--- config.mk ---
export PLATFORM = sky130hd
export DESIGN_NAME = ptw_top
export DESIGN_NICKNAME = d
export VERILOG_FILES = /design/src/rtl/ptw_pkg.sv /design/src/rtl/ptw_perm.sv /design/src/rtl/ptw_walk.sv /design/src/rtl/ptw_top.sv
export SDC_FILE = /design/constraint.sdc
export NUM_CORES = 1
export LEC_CHECK = 0
export BUFFER_PORTS_ARGS = -buffer_cell sky130_fd_sc_hd__buf_4
export CAP_MARGIN = 20
export CORE_ASPECT_RATIO = 1.75
export CORE_MARGIN = 2
export CORE_UTILIZATION = 53
export CTS_BUF_LIST = sky130_fd_sc_hd__clkbuf_2
export DETAILED_ROUTE_END_ITERATION = 16
export GPL_TIMING_DRIVEN = 0
export PLACE_DENSITY = 0.93
export SETUP_SLACK_MARGIN = 0.15
export SKIP_LAST_GASP = 1
export SLEW_MARGIN = 20
export SYNTH_ARGS = -nofsm -noshare
export SYNTH_HDL_FRONTEND = slang
export SYNTH_SLANG_ARGS = --single-unit
--- constraint.sdc ---
create_clock -name clk -period 2.3 [get_ports clk]
set_input_delay 0.345 -clock clk [delete_from_list [all_inputs] [get_ports clk]]
set_output_delay 0.345 -clock clk [all_outputs]
set_load 0.02 [all_outputs]
--- src/rtl/ptw_pkg.sv ---
package ptw_pkg;

    localparam int unsigned ADDR_W   = 32;
    localparam int unsigned FRAME_W  = 20;
    localparam int unsigned IDX_W    = 10;
    localparam int unsigned OFF_W    = ADDR_W - FRAME_W;
    localparam int unsigned ERR_W    = 3;

    // entry flag positions
    localparam int unsigned BIT_PRESENT  = 0;
    localparam int unsigned BIT_WRITABLE = 1;
    localparam int unsigned BIT_USER     = 2;
    localparam int unsigned BIT_ACCESSED = 5;

    localparam logic [ADDR_W-1:0] ACC_MASK = ADDR_W'(1) << BIT_ACCESSED;

    typedef struct packed {
        logic [ADDR_W-1:0] laddr;
        logic              write;
        logic              code;
        logic              user;
    } walk_req_t;

    typedef struct packed {
        logic              fault;
        logic [ERR_W-1:0]  err;
        logic [ADDR_W-1:0] paddr;
    } walk_rsp_t;

    typedef enum logic [2:0] {
        ST_IDLE,
        ST_DIR_RD,
        ST_DIR_WAIT,
        ST_DIR_WB,
        ST_TBL_RD,
        ST_TBL_WAIT,
        ST_TBL_WB,
        ST_FINISH
    } walk_state_t;

    // byte address of a 4-byte slot inside a page-sized table
    function automatic logic [ADDR_W-1:0] slot_addr(input logic [FRAME_W-1:0] frame,
                                                    input logic [IDX_W-1:0]   idx);
        return {frame, idx, 2'b00};
    endfunction

endpackage

--- src/rtl/ptw_perm.sv ---
module ptw_perm
    import ptw_pkg::*;
(
    input  logic             dir_w,
    input  logic             dir_u,
    input  logic             tbl_w,
    input  logic             tbl_u,
    input  logic             acc_write,
    input  logic             acc_user,
    output logic             allow,
    output logic [ERR_W-1:0] err
);
    logic eff_w;
    logic eff_u;

    always_comb begin
        eff_w = dir_w & tbl_w;
        eff_u = dir_u & tbl_u;
        allow = !(acc_user && (!eff_u || (acc_write && !eff_w)));
        err   = {acc_user, acc_write, 1'b1};
    end

endmodule

--- src/rtl/ptw_walk.sv ---
module ptw_walk
    import ptw_pkg::*;
(
    input  logic               clk,
    input  logic               rst,
    input  logic               req_valid,
    output logic               req_ready,
    input  walk_req_t          req_in,
    input  logic               paging_en,
    input  logic [FRAME_W-1:0] base_frame,
    output logic               mem_req_valid,
    input  logic               mem_req_ready,
    output logic               mem_req_write,
    output logic [ADDR_W-1:0]  mem_req_addr,
    output logic [ADDR_W-1:0]  mem_req_wdata,
    input  logic               mem_rsp_valid,
    input  logic [ADDR_W-1:0]  mem_rsp_data,
    output logic [ADDR_W-1:0]  dir_entry,
    output logic [ADDR_W-1:0]  tbl_entry,
    output logic               walk_write,
    output logic               walk_user,
    input  logic               perm_ok,
    input  logic [ERR_W-1:0]   perm_err,
    output logic               rsp_valid,
    output walk_rsp_t          rsp,
    output logic               fill_valid,
    output logic [ADDR_W-1:0]  fill_laddr,
    output logic [ADDR_W-1:0]  fill_entry,
    output logic               fill_code
);
    walk_state_t        state_q;
    walk_req_t          cur_q;
    logic               bypass_q;
    logic [FRAME_W-1:0] base_q;
    logic [ADDR_W-1:0]  dir_q;
    logic [ADDR_W-1:0]  tbl_q;
    logic               got_present;
    logic               got_accessed;

    assign got_present  = mem_rsp_data[BIT_PRESENT];
    assign got_accessed = mem_rsp_data[BIT_ACCESSED];
    assign req_ready    = (state_q == ST_IDLE);
    assign dir_entry    = dir_q;
    assign tbl_entry    = tbl_q;
    assign walk_write   = cur_q.write;
    assign walk_user    = cur_q.user;

    always_comb begin
        mem_req_valid = 1'b0;
        mem_req_write = 1'b0;
        mem_req_addr  = '0;
        mem_req_wdata = '0;
        case (state_q)
            ST_DIR_RD, ST_DIR_WB: begin
                mem_req_valid = 1'b1;
                mem_req_write = (state_q == ST_DIR_WB);
                mem_req_addr  = slot_addr(base_q, cur_q.laddr[ADDR_W-1 -: IDX_W]);
                mem_req_wdata = dir_q;
            end
            ST_TBL_RD, ST_TBL_WB: begin
                mem_req_valid = 1'b1;
                mem_req_write = (state_q == ST_TBL_WB);
                mem_req_addr  = slot_addr(dir_q[ADDR_W-1 -: FRAME_W],
                                          cur_q.laddr[OFF_W +: IDX_W]);
                mem_req_wdata = tbl_q;
            end
            default: ;
        endcase
    end

    always_ff @(posedge clk) begin
        if (rst) begin
            state_q    <= ST_IDLE;
            cur_q      <= '0;
            bypass_q   <= 1'b0;
            base_q     <= '0;
            dir_q      <= '0;
            tbl_q      <= '0;
            rsp_valid  <= 1'b0;
            rsp        <= '0;
            fill_valid <= 1'b0;
            fill_laddr <= '0;
            fill_entry <= '0;
            fill_code  <= 1'b0;
        end else begin
            rsp_valid  <= 1'b0;
            fill_valid <= 1'b0;
            case (state_q)
                ST_IDLE: if (req_valid) begin
                    cur_q    <= req_in;
                    base_q   <= base_frame;
                    bypass_q <= !paging_en;
                    state_q  <= paging_en ? ST_DIR_RD : ST_FINISH;
                end
                ST_DIR_RD: if (mem_req_ready) state_q <= ST_DIR_WAIT;
                ST_DIR_WAIT: if (mem_rsp_valid) begin
                    dir_q <= mem_rsp_data | ACC_MASK;
                    if (!got_present) begin
                        rsp_valid <= 1'b1;
                        rsp       <= '{fault: 1'b1, err: '0, paddr: '0};
                        state_q   <= ST_IDLE;
                    end else begin
                        state_q <= got_accessed ? ST_TBL_RD : ST_DIR_WB;
                    end
                end
                ST_DIR_WB: if (mem_req_ready) state_q <= ST_TBL_RD;
                ST_TBL_RD: if (mem_req_ready) state_q <= ST_TBL_WAIT;
                ST_TBL_WAIT: if (mem_rsp_valid) begin
                    tbl_q <= mem_rsp_data | ACC_MASK;
                    if (!got_present) begin
                        rsp_valid <= 1'b1;
                        rsp       <= '{fault: 1'b1, err: '0, paddr: '0};
                        state_q   <= ST_IDLE;
                    end else begin
                        state_q <= got_accessed ? ST_FINISH : ST_TBL_WB;
                    end
                end
                ST_TBL_WB: if (mem_req_ready) state_q <= ST_FINISH;
                ST_FINISH: begin
                    rsp_valid <= 1'b1;
                    state_q   <= ST_IDLE;
                    if (bypass_q) begin
                        rsp <= '{fault: 1'b0, err: '0, paddr: cur_q.laddr};
                    end else if (!perm_ok) begin
                        rsp <= '{fault: 1'b1, err: perm_err, paddr: '0};
                    end else begin
                        rsp <= '{fault: 1'b0, err: '0,
                                 paddr: {tbl_q[ADDR_W-1 -: FRAME_W], cur_q.laddr[OFF_W-1:0]}};
                        fill_valid <= 1'b1;
                        fill_laddr <= cur_q.laddr;
                        fill_entry <= tbl_q;
                        fill_code  <= cur_q.code;
                    end
                end
                default: state_q <= ST_IDLE;
            endcase
        end
    end

    // checker state: address of the most recent accepted read
    logic [ADDR_W-1:0] last_rd_q;
    always_ff @(posedge clk) begin
        if (rst) last_rd_q <= '0;
        else if (mem_req_valid && mem_req_ready && !mem_req_write) last_rd_q <= mem_req_addr;
    end

    AST_MEM_HOLD: assert property (@(posedge clk) disable iff (rst)
        mem_req_valid && !mem_req_ready |=> mem_req_valid && $stable(mem_req_addr) && $stable(mem_req_write));
    AST_WB_SAME_SLOT: assert property (@(posedge clk) disable iff (rst)
        mem_req_valid && mem_req_write |-> mem_req_addr == last_rd_q);
    AST_BYPASS_NO_MEM: assert property (@(posedge clk) disable iff (rst)
        bypass_q && state_q != ST_IDLE |-> !mem_req_valid);
    AST_BUSY_AFTER_TAKE: assert property (@(posedge clk) disable iff (rst)
        req_valid && req_ready |=> !req_ready);
    AST_RSP_PULSE: assert property (@(posedge clk) disable iff (rst)
        rsp_valid |=> !rsp_valid);
    AST_FILL_ON_SUCCESS: assert property (@(posedge clk) disable iff (rst)
        fill_valid |-> rsp_valid && !rsp.fault);
    AST_OK_ERR_ZERO: assert property (@(posedge clk) disable iff (rst)
        rsp_valid && !rsp.fault |-> rsp.err == '0);

endmodule

--- src/rtl/ptw_top.sv ---
module ptw_top
    import ptw_pkg::*;
(
    input  logic         clk,
    input  logic         rst,
    input  logic         req_valid,
    output logic         req_ready,
    input  logic [31:0]  req_laddr,
    input  logic         req_write,
    input  logic         req_code,
    input  logic         req_user,
    input  logic         paging_en,
    input  logic [19:0]  dir_base_frame,
    output logic         mem_req_valid,
    input  logic         mem_req_ready,
    output logic         mem_req_write,
    output logic [31:0]  mem_req_addr,
    output logic [31:0]  mem_req_wdata,
    input  logic         mem_rsp_valid,
    input  logic [31:0]  mem_rsp_data,
    output logic         rsp_valid,
    output logic         rsp_fault,
    output logic [2:0]   rsp_err,
    output logic [31:0]  rsp_paddr,
    output logic         fill_valid,
    output logic [31:0]  fill_laddr,
    output logic [31:0]  fill_entry,
    output logic         fill_code
);
    walk_req_t         req_s;
    walk_rsp_t         rsp_s;
    logic [ADDR_W-1:0] dir_e;
    logic [ADDR_W-1:0] tbl_e;
    logic              w_write;
    logic              w_user;
    logic              ok;
    logic [ERR_W-1:0]  perr;

    assign req_s = '{laddr: req_laddr, write: req_write, code: req_code, user: req_user};

    ptw_walk u_walk (
        .clk           (clk),
        .rst           (rst),
        .req_valid     (req_valid),
        .req_ready     (req_ready),
        .req_in        (req_s),
        .paging_en     (paging_en),
        .base_frame    (dir_base_frame),
        .mem_req_valid (mem_req_valid),
        .mem_req_ready (mem_req_ready),
        .mem_req_write (mem_req_write),
        .mem_req_addr  (mem_req_addr),
        .mem_req_wdata (mem_req_wdata),
        .mem_rsp_valid (mem_rsp_valid),
        .mem_rsp_data  (mem_rsp_data),
        .dir_entry     (dir_e),
        .tbl_entry     (tbl_e),
        .walk_write    (w_write),
        .walk_user     (w_user),
        .perm_ok       (ok),
        .perm_err      (perr),
        .rsp_valid     (rsp_valid),
        .rsp           (rsp_s),
        .fill_valid    (fill_valid),
        .fill_laddr    (fill_laddr),
        .fill_entry    (fill_entry),
        .fill_code     (fill_code)
    );

    ptw_perm u_perm (
        .dir_w     (dir_e[BIT_WRITABLE]),
        .dir_u     (dir_e[BIT_USER]),
        .tbl_w     (tbl_e[BIT_WRITABLE]),
        .tbl_u     (tbl_e[BIT_USER]),
        .acc_write (w_write),
        .acc_user  (w_user),
        .allow     (ok),
        .err       (perr)
    );

    assign rsp_fault = rsp_s.fault;
    assign rsp_err   = rsp_s.err;
    assign rsp_paddr = rsp_s.paddr;

endmodule

# Word level (Yosys, flattened, before mapping)
# Cells that the tools add are included.
# word_totals
register_bits	226
word_cells	83
inputBits	93
# op_classes
n_eq_ne	16
n_reduce_logical	19
mux	26
n_bitwise	5
# op_table
operator	count
36-bit 2-to-1 mux	4
32-bit one-hot mux with 2 select lines	2
36-bit one-hot mux with 2 select lines	1
3-bit 2-to-1 mux	11
3-bit one-hot mux with 8 select lines	1
2-bit != test, second input constant	8
3-bit equality test, second input constant	4
7-bit AND reduction	1
3-bit by 2-bit equality test with 1-bit output, second input constant	2
2-bit AND reduction	3
3-bit AND reduction	2
2-bit OR reduction	3
1-bit 2-to-1 mux	5
1-bit one-hot mux with 2 select lines	2
4-bit OR reduction	1
3-bit by 1-bit equality test with 1-bit output, second input constant	1
1-bit zero test	3
3-bit zero test	1
1-bit inverter	3
3-bit OR reduction	1
1-bit AND	2
1-bit logical AND	2
2-bit by 1-bit != test with 1-bit output, second input constant	1
2-bit nonzero test	1
1-bit logical OR	1

# Logic depth before layout (Yosys ltp)
# Gate-level depths: netlist of run 1.
# logic_depth
word_depth	8
ltp_mapped	7
mapped_depth_nobuf	4

# By module
# A second synthesis of run 1 with hierarchy kept.
# hier_totals
cells_unflattened	1098
area_unflattened_um2	8844.7
# by_module_without_submodules
module	instances	cells_per_inst	area_per_inst_um2
ptw_walk	1	1091	8802.2
ptw_perm	1	7	42.5

# Worst setup path after synthesis of run 1
# No wires, ideal clock.
# synth_path
path_type	reg-to-reg
startpoint	reg u_walk.state_q[2]
endpoint	reg u_walk.base_q[0]
synth_period_minus_slack_ns	1.898
required_time_ns	2.230
t_arrival_ns	1.827
n_path_buf	3
slack_ns	0.402
path_stages_with_launch	8
cell_sequence	dfxtp_1 buf_2 nor3_1 and2_1 buf_2 buf_2 nand2_1 a21oi_1
# synth_via
elab_chain_cells	2
# synth_lines
item	line_no	rtl
start: declaration	ptw_walk.sv:31	walk_state_t state_q;
start signal: assignment	ptw_walk.sv:93	state_q <= paging_en ? ST_DIR_RD : ST_FINISH;
start signal: assignment	ptw_walk.sv:103	state_q <= got_accessed ? ST_TBL_RD : ST_DIR_WB;
start signal: assignment	ptw_walk.sv:115	state_q <= got_accessed ? ST_FINISH : ST_TBL_WB;
3-bit zero test	-	
net req_ready	ptw_top.sv:7	output logic req_ready,
2-bit AND reduction (no line)	-	
end signal: assignment	ptw_walk.sv:91	base_q <= base_frame;
end: declaration	ptw_walk.sv:34	logic [FRAME_W-1:0] base_q;
# The timed path passes the listed nets, and every way through them passes these cells.
# A chain may end at the register's enable or synchronous reset.

# Worst setup path in the final report of run 1
# layout_path
startpoint	reg u_walk.state_q[2]
endpoint	out mem_req_wdata[30]
# layout_via
elab_chain_cells	3
word_cells_on_any_way	7
# layout_lines
item	line_no	rtl
3-bit equality test (tied with other cells)	ptw_walk.sv:53	case (state_q)
2-bit OR reduction (on tied branches)	-	
32-bit one-hot mux with 2 select lines *	ptw_walk.sv:53	
end: declaration	ptw_top.sv:18	output logic [31:0] mem_req_wdata,
# Every way passes the cells marked *; elsewhere a longest branch is shown, timed or not.

==> results of run 1 <==
-- what timing repair did --
action | CTS | global route
hold buffers | 90 | 0
buffers inserted | 7 | 2
setup endpoints to repair | 65 | 164
resized for setup | 127 | 38
pin swaps | 51 | 8
cloned | 4 | 2
hold endpoints to repair | 119 | 0
-- through the flow --
step                TNS [ps]  cell area (sq um)
CTS                    -6480              13000
global placement       -7520              11000
global route          -10770              13100
detailed placement    -10060              11000
floorplan                  0               8820
finish                -11520              13100
-- routing by layer --
layer	vias to the layer above	routed length, um	global-route usage, %	share of wire, %
met4	0	4270	36.7	11
met2	885	19000	69.6	49
met1	4824	12300	41.9	31
met5	-	0	0	0
met3	341	3580	9.96	9.1
li1	4385	-	-	-
-- kinds of logic after synthesis --
kind of cell           count (synthesis)  synth area share [%]
muxes                                 48                  5.46
and+or+nand+nor                      361                  16.7
other                                  1                0.0425
DFF                                  225                  51.1
buffers and inverters                115                  5.61
AOI/OAI and AO/OA                    274                  21.1
-- worst min-delay path, stage by stage --
cell and delay (ps):
clkbuf_1 180, inv_1 180, and2_1 140
-- area by class of cell --
type / instances / area [sq um] / area share, %
inverters: 26 / 103 / 0.781
diodes: 1 / 2.50 / 0.0191
flip-flops and latches: 225 / 4510 / 34.3
plain buffers: 89 / 632 / 4.81
well taps: 224 / 280 / 2.13
multi-input cells: 685 / 3940 / 30.0
repair buffers: 364 / 3260 / 24.8
clock buffers: 72 / 360 / 2.74
clock inverters: 14 / 56.3 / 0.429
-- layout by cell type, fill, tap and decap left out, types with 3 or more instances in the layout --
master           n
dfxtp_1        223
clkbuf_1        47
clkbuf_2        80
a22o_4           7
dlygate4sd3_1   90
nand3_1          4
o21ai_0          3
nor3_1           3
nand2b_1        23
a211oi_1         4
a22o_1          67
nor2_1          55
mux2i_1         47
clkinv_1        12
and2_1           4
a221oi_1        18
clkbuf_16        8
inv_1           25
buf_6           73
a32oi_1         20
a221oi_2         3
clkbuf_8         5
buf_8            3
a21oi_1        143
nand2_1        260
buf_4          209
buf_2            9
-- registers in the layout, summed over array words and instances, names as in the netlist, 3 cells and up --
| name | flops |
|---|---|
| u_walk.rsp | 35 |
| u_walk.cur_q | 33 |
| u_walk.dir_entry | 32 |
| u_walk.fill_entry | 32 |
| u_walk.fill_laddr | 32 |
| u_walk.tbl_entry | 32 |
| u_walk.base_q | 20 |
| u_walk.state_q | 3 |
-- worst paths after layout --
| path | from | endpoint | depth (start not counted) |
|---|---|---|---|
| setup / recovery | u_walk.state_q[2] | mem_req_wdata[30] | 6 |
| hold / removal | rst | u_walk.fill_valid | 3 |
| setup reg to reg | u_walk.walk_write | u_walk.rsp[4] | 5 |
| hold reg to reg | u_walk.base_q[8] | u_walk.base_q[8] | 2 |
-- power breakdown --
| group | leakage [nW] | internal (mW) | switching (mW) | total [mW] |
|---|---|---|---|---|
| Combinational | 3.23 | 1.90 | 2.51 | 4.41 |
| Clock | 0.322 | 0.831 | 1.67 | 2.50 |
| Sequential | 1.82 | 4.31 | 0.429 | 4.74 |
==> summary.md, run 1 <==
| Metric | Value |
|---|---|
| Setup crit start kind | flip-flop |
| H-Tree Depth | 2 |
| Port bufs | 259 |
| Area Overhead vs Synth | 49.0% |
| Final Max Slew Viols | 0 |
| CP endpoint kind | output pin |
| Detailed-placement wirelength estimate | 22.3 mm |
| Clk slew on worst S/H paths | 150 ps |
| Final Hold Vio Count | 0 |
| Final Power | 11.7 mW |
| DR vias/cell | 6.14 |
| Die Wd | 101 um |
| WP data arrival | 2200 ps |
| Fmax | 392 MHz |
| Status | complete, but fails checks |
| Yosys top cell by area | dfxtp_1 |
| Share of the synthesized area in the top cell type | 51.1% |
| Initial Util | 53.9% |
| WS Path Type | reg2out |
| Post-synthesis sequential area ratio | 51.1% |
| Total GRT Usage | 41.7% |
| Yosys warnings | 0 |
| Worst hold slack | 137 ps |
| Final min period | 2550 ps |
| Post-Route Utilization | 80.2% |
| Final period utilization | 111% |
| Most frequent cell after synthesis | nand2_1 |
| Filler cells | 928 |
| DIE HEIGHT | 175 um |
| Clock skew | 120 ps |
| Cells after synthesis | 1,024 |
| Commonest cells in the netlist | nand2_1, dfxtp_1, a21oi_1, a22o_1, clkbuf_1 |
| Initial antenna violation count | 1 |
| Router iterations before antenna repair | 7 |
| DRT iter0 DRCs | 1,035 |
| Root buf cell | clkbuf_2 |
| Post-Route WL | 39.2 mm |
| Setup ws final | -249 ps |
| TritonCTS clock tree | yes |
| Post-synth ARST share | 0% |
| WP buf/inv | 4 |
| Power Dens Cells | 887 nW/um^2 |
| Crit path max-delay family | buffers and inverters |
| Worst vdd ir | 0.000679 V |
| Failing checks | negative setup slack |
| Final Net Count | 1,533 |
| CP Cell Sequence | buf_6 > nor2b_4 > clkbuf_16 > clkbuf_16 > a22o_1 > buf_6 |
| Distinct cells, synth | 38 |
| Mean Syn Cell Area | 8.61 sq um |
| CTS Buf Count | 49 |
| Place WS | -302 ps |
| Worst path slowest cell | dfxtp_2 |
| Core area | 16,400 sq um |
| Avg WL per Cell | 23.1 um |
| Fraction of layout cells with a size suffix above 1 | 28.1% |
| Antenna Nets Post-Route | 0 |
| Cell Count, Final, Fillers Out | 1,700 |
| I/O Pins | 263 |
| Worst slew margin | 45.9% |
| GR Overflow Total | 0 |
| Largest net degree at the start of global routing | 13 |
| Final setup fails | 64 |
| Pleak | 5.37 nW |
| RePlAce Congestion | 0.924 |
| RSZ-0062 raised after global routing | yes |
| Mapped Area | 8820 sq um |
| Synth top area cells | dfxtp_1, nand2_1, a21oi_1, a22o_1, mux2i_1 |
| FP Rows | 62 |
| Tightest Hold Check Type | in2reg |
| Post-synth EDFFs | 0 |
| Synth Flop Type | dfxtp_1 |
| Max-cap violations | 0 |
| Worst skew pair latency | 870 ps |
| Placed cell count | 1,508 |
| Vias | 10,400 |
| Required time of the worst setup path | 1960 ps |
| Least-Margin Pin Slew | 811 ps |
| R2r setup slk | 90 ps |
| DIE AREA | 17,700 sq um |
| CP max stage delay | 360 ps |
| First-pass GRT wire length | 57.0 mm |
| Drc violations | 0 |
| Worst-path fanout max | 9 |
| Count of clock tree sinks | 225 |
| Clk buf depth | 3 |
| #FFs+latches synth | 225 |
| Vias in the first global route | 10,700 |
(Power assumes the default switching activity.)
==> inputs of run 2 (changes only) <==
==> constraint.sdc (replaced) <==
create_clock -name clk -period 2.3 [get_ports clk]
set_input_delay 0.345 -clock clk [delete_from_list [all_inputs] [get_ports clk]]
set_output_delay 0.345 -clock clk [all_outputs]
set_load 0.05 [all_outputs]
==> summary.md, run 2 (synthesis results as in run 1) <==
| Metric | Value |
|---|---|
| Antenna Nets Post-Route | 0 (unchanged) |
| Fmax | 388 MHz (-1.1%) |
| Avg WL per Cell | 25.0 um (+8.4%) |
| GR Overflow Total | 0 (unchanged) |
| Setup crit start kind | flip-flop |
| Tightest Hold Check Type | in2reg |
| DP Area | 11,000 sq um (about the same) |
| CP max stage delay | 340 ps (-20 ps) |
| Final Max Slew Viols | 0 (unchanged) |
| DR vias/cell | 6.38 (+4.0%) |
| Worst-path fanout max | 5 (-4) |
| Max-cap violations | 0 (unchanged) |
| Power Dens Cells | 944 nW/um^2 (+6.5%) |
| Router iterations before antenna repair | 7 (unchanged) |
| Largest net degree at the start of global routing | 14 (+1) |
| WS Path Type | reg2out |
| RePlAce Congestion | 0.914 (-1.1%) |
| FP Rows | 62 (unchanged) |
| Largest reg by FF count | u_walk.rsp |
| WP data arrival | 2230 ps (+30 ps) |
| Commonest non-fill, non-tap cell in the layout | nand2_1 |
| H-Tree Depth | 2 (unchanged) |
| WP buf/inv | 4 (unchanged) |
| Core area | 16,400 sq um (unchanged) |
| Worst path slowest cell | dfxtp_2 |
| Most frequent cells in the layout | nand2_1, dfxtp_1, buf_4 |
| Worst slew margin | 48.4% (+2.5 points) |
| Fraction of layout cells with a size suffix above 1 | 29.2% (+1.2 points) |
| Post-Route WL | 42.5 mm (+8.5%) |
| Required time of the worst setup path | 1960 ps (about the same) |
| R2r setup slk | 90 ps (about the same) |
| Vias in the first global route | 10,900 (+2.2%) |
| Initial Util | 53.9% (unchanged) |
| Final Hold Vio Count | 0 (unchanged) |
| Drc violations | 0 (unchanged) |
| Setup ws final | -278 ps (-28.2 ps) |
| DIE AREA | 17,700 sq um (unchanged) |
| I/O Pins | 263 (unchanged) |
| Least-Margin Pin Slew | 774 ps (-37.3 ps) |
| CP Cell Sequence | buf_6 > nor2b_4 > clkbuf_8 > clkbuf_16 > a22o_1 > buf_6 |
| First-pass GRT wire length | 58.5 mm (+2.6%) |
| Most used cell, CP | buf_6 |
| Initial antenna violation count | 2 (+1) |
| GR Layer Usage met2 | 71.3% (+1.7 points) |
| Worst hold slack | 20.5 ps (-117 ps) |
| Final period utilization | 112% (+1.2 points) |
| Crit path max-delay family | buffers and inverters |
| Final Net Count | 1,538 (+0.33%) |
| DRT iter0 DRCs | 1,405 (+36%) |
| Failing checks | negative setup slack |
| Design area | 13,300 sq um (+0.92%) |
| Die Wd | 101 um (unchanged) |
| CTS Buf Count | 49 (unchanged) |
| RSZ-0062 raised after global routing | yes |
| Area Overhead vs Synth | 50.4% |
| Worst skew pair latency | 790 ps (-80 ps) |
| Status | complete, but fails checks |
| Clk buf depth | 3 (unchanged) |
| Clock skew | 52.3 ps (-68.0 ps) |
| Final setup fails | 65 (+1.6%) |
| Final min period | 2580 ps (+28.2 ps) |
| CP endpoint kind | output pin |
| Pleak | 5.46 nW (+1.6%) |
| Met3 usage | 10.9% (+0.92 points) |
| Filler cells | 897 (-3.3%) |
| DIE HEIGHT | 175 um (unchanged) |
| Final Power | 12.5 mW (+7.4%) |
| Worst vdd ir | 0.000760 V (+12%) |
| Count of clock tree sinks | 225 (unchanged) |
| GR Layer Usage met1 | 41.7% (-0.19 points) |
| Vias | 10,900 (+4.0%) |
| Root buf cell | clkbuf_2 |
| Clk slew on worst S/H paths | 130 ps (-20 ps) |
| Layer with the highest usage | met2 |
| Detailed-placement wirelength estimate | 22.7 mm (+1.8%) |
| Port bufs | 259 (unchanged) |
| Total GRT Usage | 43.0% (+1.3 points) |
| Post-Route Utilization | 81.0% (+0.74 points) |
| TritonCTS clock tree | yes |
| Number of flip-flops in the largest register | 35 (unchanged) |
| Top flop regs | u_walk.rsp (35), u_walk.cur_q (33) |
## run 2: per-layer routing
| layer | up-vias | routed length [um] |
|---|---|---|
| li1 | 4381 | - |
| met1 | 4903 | 12400 |
| met2 | 1124 | 19600 |
| met3 | 448 | 5160 |
| met4 | 0 | 5380 |
| met5 | - | 0 |
## run 2: path summary, 6_finish.rpt
path | start | end | depth (start not counted)
max reg2reg | u_walk.state_q[1] | u_walk.tbl_entry[25] | 5
max | u_walk.state_q[0] | mem_req_wdata[27] | 6
min reg2reg | u_walk.rsp[24] | u_walk.rsp[24] | 2
min | mem_rsp_valid | u_walk.state_q[0] | 4
## run 2: what timing repair did
action	CTS	global route
cloned	5	0
endpoints found under the hold margin	119	0
setup endpoints to repair	65	159
setup buffers	11	6
resized for setup	136	54
hold buffers	88	0
pin swaps	55	10
## run 2: worst register-to-register path, cell delays in order, from the launching register on
cell and delay [ps]:
dfxtp_1 540, inv_1 200, nand4_1 220, clkbuf_1 520
nand2_1 390, a21oi_1 250
## run 2: area by class of cell
class | instances | area (sq um) | share of cell area [%]
sequential | 225 | 4510 | 34.0
multi-input combinational | 685 | 3970 | 30.0
timing repair buffer | 369 | 3310 | 25.0
buffer | 89 | 651 | 4.91
clock buffer | 72 | 360 | 2.72
tap | 224 | 280 | 2.11
inverter | 26 | 100 | 0.755
clock inverter | 9 | 66.3 | 0.500
antenna | 2 | 5.00 | 0.0378
## run 2: where the power goes
part / switching, mW / internal, mW / leakage [nW] / total [mW]
clock network: 1.63 / 0.938 / 0.333 / 2.57
logic: 3.16 / 2.03 / 3.30 / 5.19
registers: 0.447 / 4.31 / 1.82 / 4.76
## run 2: per-stage QoR
stage / cells / setup TNS (ps) / worst slack (ps)
finish: 1701 / -14310 / -278
global placement: 1508 / -12220 / -331
floorplan: 1025 / 0 / 213
detailed placement: 1508 / -14790 / -382
CTS: 1693 / -9780 / -184
global route: 1701 / -16920 / -307
